===== src/rtl/lru8_pkg.sv =====
package lru8_pkg;

    localparam int LRU_WAYS = 8;

    // Kind of access applied to the replacement state this cycle.
    typedef enum logic [1:0] {
        ACC_NONE = 2'd0,
        ACC_HIT  = 2'd1,
        ACC_FILL = 2'd2
    } acc_kind_e;

    // Position of element (i,j), i<j, in the packed upper triangle of an n x n matrix.
    function automatic int tri_idx(input int i, input int j, input int n);
        return (i * (2 * n - i - 1)) / 2 + (j - i - 1);
    endfunction

endpackage


===== src/rtl/lru_pair_order.sv =====
module lru_pair_order
    import lru8_pkg::*;
#(
    parameter  int NUM_PAIRS = 4,
    localparam int PAIR_W    = $clog2(NUM_PAIRS),
    localparam int MAT_BITS  = NUM_PAIRS * (NUM_PAIRS - 1) / 2
) (
    input  logic              clk,
    input  logic              rst_n,
    input  logic              upd_en,
    input  logic [PAIR_W-1:0] upd_pair,
    output logic [PAIR_W-1:0] lru_pair
);

    // mat_q bit (i,j) set: pair i used more recently than pair j.
    logic [MAT_BITS-1:0]  mat_q;
    logic [MAT_BITS-1:0]  mat_d;
    logic [NUM_PAIRS-1:0] loses_all;

    always_comb begin
        mat_d = mat_q;
        if (upd_en) begin
            for (int i = 0; i < NUM_PAIRS; i++) begin
                for (int j = i + 1; j < NUM_PAIRS; j++) begin
                    if (upd_pair == PAIR_W'(i)) begin
                        mat_d[tri_idx(i, j, NUM_PAIRS)] = 1'b1;
                    end else if (upd_pair == PAIR_W'(j)) begin
                        mat_d[tri_idx(i, j, NUM_PAIRS)] = 1'b0;
                    end
                end
            end
        end
    end

    always_ff @(posedge clk or negedge rst_n) begin
        if (!rst_n) begin
            mat_q <= '0;
        end else begin
            mat_q <= mat_d;
        end
    end

    // A pair is oldest when every comparison names the other pair as newer.
    generate
        for (genvar p = 0; p < NUM_PAIRS; p++) begin : g_rank
            always_comb begin
                loses_all[p] = 1'b1;
                for (int q = 0; q < NUM_PAIRS; q++) begin
                    if (q > p) begin
                        if (mat_q[tri_idx(p, q, NUM_PAIRS)]) loses_all[p] = 1'b0;
                    end else if (q < p) begin
                        if (!mat_q[tri_idx(q, p, NUM_PAIRS)]) loses_all[p] = 1'b0;
                    end
                end
            end
        end
    endgenerate

    always_comb begin
        lru_pair = '0;
        for (int p = NUM_PAIRS - 1; p >= 0; p--) begin
            if (loses_all[p]) lru_pair = PAIR_W'(p);
        end
    end

endmodule


===== src/rtl/lru_pair_bits.sv =====
module lru_pair_bits #(
    parameter  int NUM_PAIRS = 4,
    localparam int PAIR_W    = $clog2(NUM_PAIRS),
    localparam int WAY_W     = PAIR_W + 1
) (
    input  logic              clk,
    input  logic              rst_n,
    input  logic              upd_en,
    input  logic [WAY_W-1:0]  upd_way,
    input  logic [PAIR_W-1:0] rd_pair,
    output logic              odd_lru
);

    // Bit set: odd way of the pair is the older one.
    logic [NUM_PAIRS-1:0] pbit_q;

    generate
        for (genvar k = 0; k < NUM_PAIRS; k++) begin : g_pair
            always_ff @(posedge clk or negedge rst_n) begin
                if (!rst_n) begin
                    pbit_q[k] <= 1'b0;
                end else if (upd_en && (upd_way[WAY_W-1:1] == PAIR_W'(k))) begin
                    pbit_q[k] <= ~upd_way[0];
                end
            end
        end
    endgenerate

    assign odd_lru = pbit_q[rd_pair];

endmodule


===== src/rtl/lru8_selector.sv =====
module lru8_selector
    import lru8_pkg::*;
#(
    parameter  int NUM_WAYS  = LRU_WAYS,
    localparam int WAY_W     = $clog2(NUM_WAYS),
    localparam int NUM_PAIRS = NUM_WAYS / 2,
    localparam int PAIR_W    = WAY_W - 1
) (
    input  logic             clk,
    input  logic             rst_n,
    input  logic             hit_vld,
    input  logic [WAY_W-1:0] hit_way,
    input  logic             miss_req,
    output logic [WAY_W-1:0] victim_way
);

    acc_kind_e         acc_kind;
    logic              upd_en;
    logic [WAY_W-1:0]  upd_way;
    logic [PAIR_W-1:0] lru_pair;
    logic              odd_lru;

    // Access decode: a hit outranks a simultaneous miss.
    always_comb begin
        unique case ({hit_vld, miss_req})
            2'b10, 2'b11: acc_kind = ACC_HIT;
            2'b01:        acc_kind = ACC_FILL;
            default:      acc_kind = ACC_NONE;
        endcase
    end

    always_comb begin
        unique case (acc_kind)
            ACC_HIT: begin
                upd_en  = 1'b1;
                upd_way = hit_way;
            end
            ACC_FILL: begin
                upd_en  = 1'b1;
                upd_way = victim_way;
            end
            default: begin
                upd_en  = 1'b0;
                upd_way = '0;
            end
        endcase
    end

    lru_pair_order #(.NUM_PAIRS(NUM_PAIRS)) u_order (
        .clk      (clk),
        .rst_n    (rst_n),
        .upd_en   (upd_en),
        .upd_pair (upd_way[WAY_W-1:1]),
        .lru_pair (lru_pair)
    );

    lru_pair_bits #(.NUM_PAIRS(NUM_PAIRS)) u_bits (
        .clk     (clk),
        .rst_n   (rst_n),
        .upd_en  (upd_en),
        .upd_way (upd_way),
        .rd_pair (lru_pair),
        .odd_lru (odd_lru)
    );

    assign victim_way = {lru_pair, odd_lru};

endmodule


===== config.mk =====
export PLATFORM = sky130hd
export DESIGN_NAME = lru8_selector
export DESIGN_NICKNAME = d
export VERILOG_FILES = /design/src/rtl/lru8_pkg.sv /design/src/rtl/lru_pair_order.sv /design/src/rtl/lru_pair_bits.sv /design/src/rtl/lru8_selector.sv
export SDC_FILE = /design/constraint.sdc
export NUM_CORES = 1
export LEC_CHECK = 0
export BUFFER_PORTS_ARGS = -buffer_cell sky130_fd_sc_hd__buf_2
export CORE_AREA = 10 10 47 49
export CTS_CLUSTER_SIZE = 28
export DETAILED_ROUTE_END_ITERATION = 10
export DIE_AREA = 0 0 57 59
export PLACE_DENSITY = 0.67
export SLEW_MARGIN = 20
export SYNTH_ARGS = -nofsm -noshare
export SYNTH_HDL_FRONTEND = slang
export SYNTH_HIERARCHICAL = 1
export SYNTH_SLANG_ARGS = --single-unit

===== constraint.sdc =====
create_clock -name clk -period 2.3 [get_ports clk]
set_clock_uncertainty 0.1 [all_clocks]
set_input_delay 0.115 -clock clk [delete_from_list [all_inputs] [get_ports clk]]
set_output_delay 0.115 -clock clk [all_outputs]
set_load 0.03 [all_outputs]

# After elaboration in Yosys (flattened, before gate mapping)
# Index checks and enable logic that the tools add are counted.
# Widths: inputs -> output; s select.
[totals]
ff_bits = 10
input_bits = 7
output_inout_bits = 3
wordCells = 69
[op_classes]
magnitude_cmp = 1
eq_ne = 8
n_mux = 30
n_bitwise = 1
reduce_logical = 19
[op_table]
columns = ["op", "count"]
rows = [
  ["$mux 1", 23],
  ["$reduce_and 2->1", 6],
  ["$reduce_bool 2->1", 6],
  ["$eq 2x2->1 const B", 5],
  ["$mux 2", 4],
  ["$eq 2x1->1 const B", 3],
  ["$pmux 3 s2", 1],
  ["$logic_and 1x1->1", 4],
  ["$pmux 2 s2", 1],
  ["$reduce_or 2->1", 2],
  ["$lt 2x3->1 const B", 1],
  ["$bmux 1 s2", 1],
  ["$logic_not 2->1", 1],
  ["$not 1->1", 1],
]

# Depth between registers and ports, before layout
[depth]
depth_word = 13
ltp_mapped = 7
depth_no_buf = 7

# Hierarchy
# Netlist, hierarchy kept.
[modules_own_cells]
columns = ["mod", "n_inst", "cells_each", "area_each_um2", "seq_area_each_um2"]
rows = [
  ["lru_pair_order", 1, 31, 361.6, 150.1],
  ["lru_pair_bits", 1, 17, 205.2, 100.1],
  ["lru8_selector", 1, 6, 48.8, 0.0],
]

# Least setup slack after synthesis
# No wires, ideal clock.
[synth_timing]
path_type = "register -> register"
start = "register u_order.mat_q[3]"
end = "register u_order.mat_q[2]"
setup_time_ns = 0.125
arrival_time_ns = 2.539
required_time_ns = 2.075
path_slack_ns = -0.464
path_stages_with_launch = 8
n_path_buf = 0
synth_period_minus_slack_ns = 2.764
cell_sequence = "dfrtp_1 -> nand2b_1 -> o21ai_0 -> a22o_1 -> inv_1 -> ha_1 -> nor2b_4 -> mux2_4"
[synth_between]
elab_chain_len = 9
elab_cells_between_ends = 13
cone_classes = "eq/ne: 1; mux: 9; reduce/logical: 3"
[synth_rtl]
columns = ["item", "line_no", "rtl"]
rows = [
  ["from (decl)", "lru_pair_order.sv:16", "logic [MAT_BITS-1:0] mat_q;"],
  ["from (signal assigned)", "lru_pair_order.sv:39", "mat_q <= mat_d;"],
  ["$mux 1", "lru_pair_order.sv:52", "if (!mat_q[tri_idx(q, p, NUM_PAIRS)]) loses_all[p] = 1'b0;"],
  ["$mux 1", "lru_pair_order.sv:50", "if (mat_q[tri_idx(p, q, NUM_PAIRS)]) loses_all[p] = 1'b0;"],
  ["$mux 2", "lru_pair_order.sv:62", "if (loses_all[p]) lru_pair = PAIR_W'(p);"],
  ["$mux 2 (*) (2 in series)", "lru_pair_order.sv:62", ""],
  ["via victim_way[1]", "lru8_selector.sv:14", "output logic [WAY_W-1:0] victim_way"],
  ["$pmux 3 s2 (*)", "lru8_selector.sv:33", "unique case (acc_kind)"],
  ["via upd_way[1]", "lru8_selector.sv:19", "logic [WAY_W-1:0] upd_way;"],
  ["$eq 2x2->1 / $logic_not 2->1 (equally long branches)", "lru_pair_order.sv:27, lru_pair_order.sv:25", ""],
  ["$reduce_bool 2->1 (no source line)", "n/a", ""],
  ["$reduce_and 2->1 (no source line)", "n/a", ""],
]
# Mark *: on every way through the listed nets, which the timed path passes. The rest lies on a longest branch.
# A chain may end at the register's enable or synchronous reset.

# Worst setup path after layout
[layout_timing]
start = "register u_order.mat_q[4]"
end = "register u_order.mat_q[5]"
[layout_between]
elab_chain_len = 10
elab_cells_between_ends = 13
cone_classes = "eq/ne: 2; mux: 9; reduce/logical: 2"
[layout_rtl]
columns = ["item", "line_no"]
rows = [
  ["$mux 1 (2 in series)", "lru_pair_order.sv:52"],
  ["$mux 2 (2 in series)", "lru_pair_order.sv:62"],
  ["$mux 2 (*) (2 in series)", "lru_pair_order.sv:62"],
  ["$pmux 3 s2 (*)", "lru8_selector.sv:33"],
  ["via upd_way[2]", "lru8_selector.sv:19"],
  ["$eq 2x2->1, on equally long branches", "lru_pair_order.sv:27, lru_pair_order.sv:25"],
  ["$reduce_bool 2->1 (no source line)", "n/a"],
  ["$reduce_and 2->1 (no source line)", "n/a"],
]
# Marks and branches as above.

==> results.md <==
- Layout cells sized above 1: 37.31%
- Worst path cell trace: nand3_1, o21ai_1, a22o_1, buf_4, ha_1, o21ai_2, mux2_2
- GRT overflow: 0
- Cts bufs inserted: 3
- Synth Register Bits: 10
- Vias in the first global route: 467
- Syn_area_per_cell: 11.40 µm²
- Slew headroom: 71.28%
- Ys async rst share: 100.0%
- DRT iter0 DRCs: 7
- Clk root buf: clkbuf_4
- Final Non-Filler Cells: 83
- Post-layout total power: 0.8305 mW
- Hold crit path type: in -> async
- Clock sinks: 10
- Htree depth: 1
- NumNets Final: 81
- Final TNS setup: 0 ps
- Synth unique cells: 21
- Min Tclk post-route: 1965 ps
- N_diodes: 0
- Total die area: 0.003363 mm²
- Setup-failing EPs final: 0
- Vias/cell: 5.060
- Total GRT Usage: 7.682%
- First-pass GRT wire length: 2.028 mm
- Leak: 0.3713 nW
- Post-CTS sizing: 0
- Fin util: 50.89%
- Peak Freq: 508.9 MHz
- Crit path largest cell delay: 400 ps
- Peak VDD IR: 0.4971 mV
- Critical Path Fanout Max: 7
- CP required: 2340 ps
- Die Wd: 57 µm
- Pwr/cell area: 1165 mW/mm²
- Port bufs: 9
- Top FF cell, synth: dfrtp_1
- Final Hold Viols: 0
- Slowest-stage cell, CP: dfrtp_1
- Final cycle utilization of the critical path: 85.44%
- Inst Count DP: 79
- CP Capture Type: register
- WS Path Type: reg -> reg
- I/O pin total: 10
- Worst slew pin tran: 430.8 ps
- Area grow syn2layout: 15.85%
- Initial antenna violation count: 0
- HPWL after DPL: 923.4 µm
- Drt total wl: 1.155 mm
- WP data arrival: 2010 ps
- Yosys top cell by area: dfrtp_1
- Antenna-violating nets left: 0
- Post-CTS Hold Fix Bufs: 1
- Pre-antenna DRT Iters: 4
- Starting Density: 43.93%
- Final Max Slew Viols: 0
- Synthesized area: 615.6 µm²
- CTS Buffer Depth: 2
- Die Y: 59 µm
- Worst-Skew Late Latency: 250 ps
- Area fraction of the dominant cell type after synthesis: 40.65%
- Mapped Nets: 66
- Yosys warns: 6
- Post-route DRC: 0
- DR vias: 420
- Max-Cap Viols: 0
- Routed len/inst: 13.92 µm
- Worst-path clk slew: 60 ps
- Finished Cell Area: 713.2 µm²
- Largest net degree at the start of global routing: 14
- Core Footprint: 0.001401 mm²
- Status: complete, no violations
- Row cnt: 14
- Area post-placement: 680.7 µm²
- EDFF count, synth: 0
- Startpoint Class: register
- GP Congestion: 0.7351
- Dominant cells by area after synthesis: dfrtp_1 41%, ha_1 10%, mux2i_1 6.5%, a22o_2 4.9%, a22o_1 4.3%
- RSZ-0062 raised after global routing: no
- Post-CTS setup buffer count: 0
- TritonCTS clock tree: yes
- Post-Synthesis Cells: 54
- Register area share after synthesis: 40.65%
-- placed cells by master, fill, tap and decap left out, drive strengths merged, types with 2 or more instances in the layout --
master   n
nand3b   2
clkbuf   3
nand3    2
buf     11
o21ai    3
a22o     6
nor2b    2
inv      6
nand2    5
mux2i    4
mux2     3
dfrtp   10
ha       5
-- layer usage --
| layer | share of wire [%] | up-vias | GRT usage (%) |
|---|---|---|---|
| met5 | 0 | - | 0 |
| met4 | 1.0 | 0 | 5.034 |
| met3 | 5.6 | 2 | 3.004 |
| met2 | 52 | 7 | 12.71 |
| met1 | 42 | 198 | 7.937 |
| li1 | - | 213 | - |
-- logic make-up (layout without fill, tap and decap cells) --
| logic type | Yosys count | in the layout | share of synthesized area (%) |
|---|---|---|---|
| simple gates | 14 | 14 | 14.03 |
| flops | 10 | 10 | 40.65 |
| compound gates | 9 | 9 | 12.20 |
| mux | 8 | 8 | 16.26 |
| buf+inv | 8 | 21 | 6.707 |
| fa+ha+maj | 5 | 5 | 10.16 |
-- cell usage after synthesis (all sizes together), types with 2 or more instances --
master / instances
mux2i: 4
a22o: 6
dfrtp: 10
buf: 2
mux2: 3
nand3b: 2
nand2: 5
nor2b: 2
inv: 6
ha: 5
o21ai: 3
nand3: 2
-- power breakdown --
part           switching [mW]  internal (mW)
clock                  0.0502         0.0599
combinational           0.235          0.185
sequential             0.0461          0.254
-- layout make-up --
class	instances	area [µm²]
Timing Repair Buffer	12	70.07
Inverter	6	22.52
Multi-Input combinational cell	36	327.8
Clock buffer	3	22.52
Tap cell	16	20.02
Sequential cell	10	250.2
Fill cell	131	688.2
-- worst max-delay path: cells and delay by family, from the launching register on --
| kind | cells | cell delay, ps |
|---|---|---|
| AOI/OAI and AO/OA | 3 | 510 |
| adders and majority gates | 1 | 210 |
| buffers and inverters | 1 | 160 |
| DFF | 1 | 400 |
| muxes | 1 | 340 |
| and+or+nand+nor | 1 | 130 |
-- path summary, 6_finish.rpt --
check                                    to  slack, ps        startpoint  cells after the start
max                        u_order/mat_q[5]        330  u_order/mat_q[4]                      7
min                        u_order/mat_q[5]        150             rst_n                      2
max reg2reg                u_order/mat_q[5]        330  u_order/mat_q[4]                      7
min reg2reg                u_order/mat_q[1]        410  u_order/mat_q[1]                      1
max in group asynchronous  u_order/mat_q[1]       1760             rst_n                      2
min in group clk           u_bits/pbit_q[2]        180        hit_way[0]                      3
-- through the flow --
stage          hold WS (ps)  worst slack [ps]
2_1_floorplan        -280.6             16.82
3_3_place_gp         -114.8             360.7
3_5_place_dp         -114.5             328.2
4_1_cts               153.7             319.6
5_1_grt               165.9             230.3
6_report              147.6             334.9
-- flip-flops by register name, summed over array words and instances (netlist names) --
name / cells
u_order/mat_q: 6
u_bits/pbit_q: 4
Power figures use the tool's default switching activity.
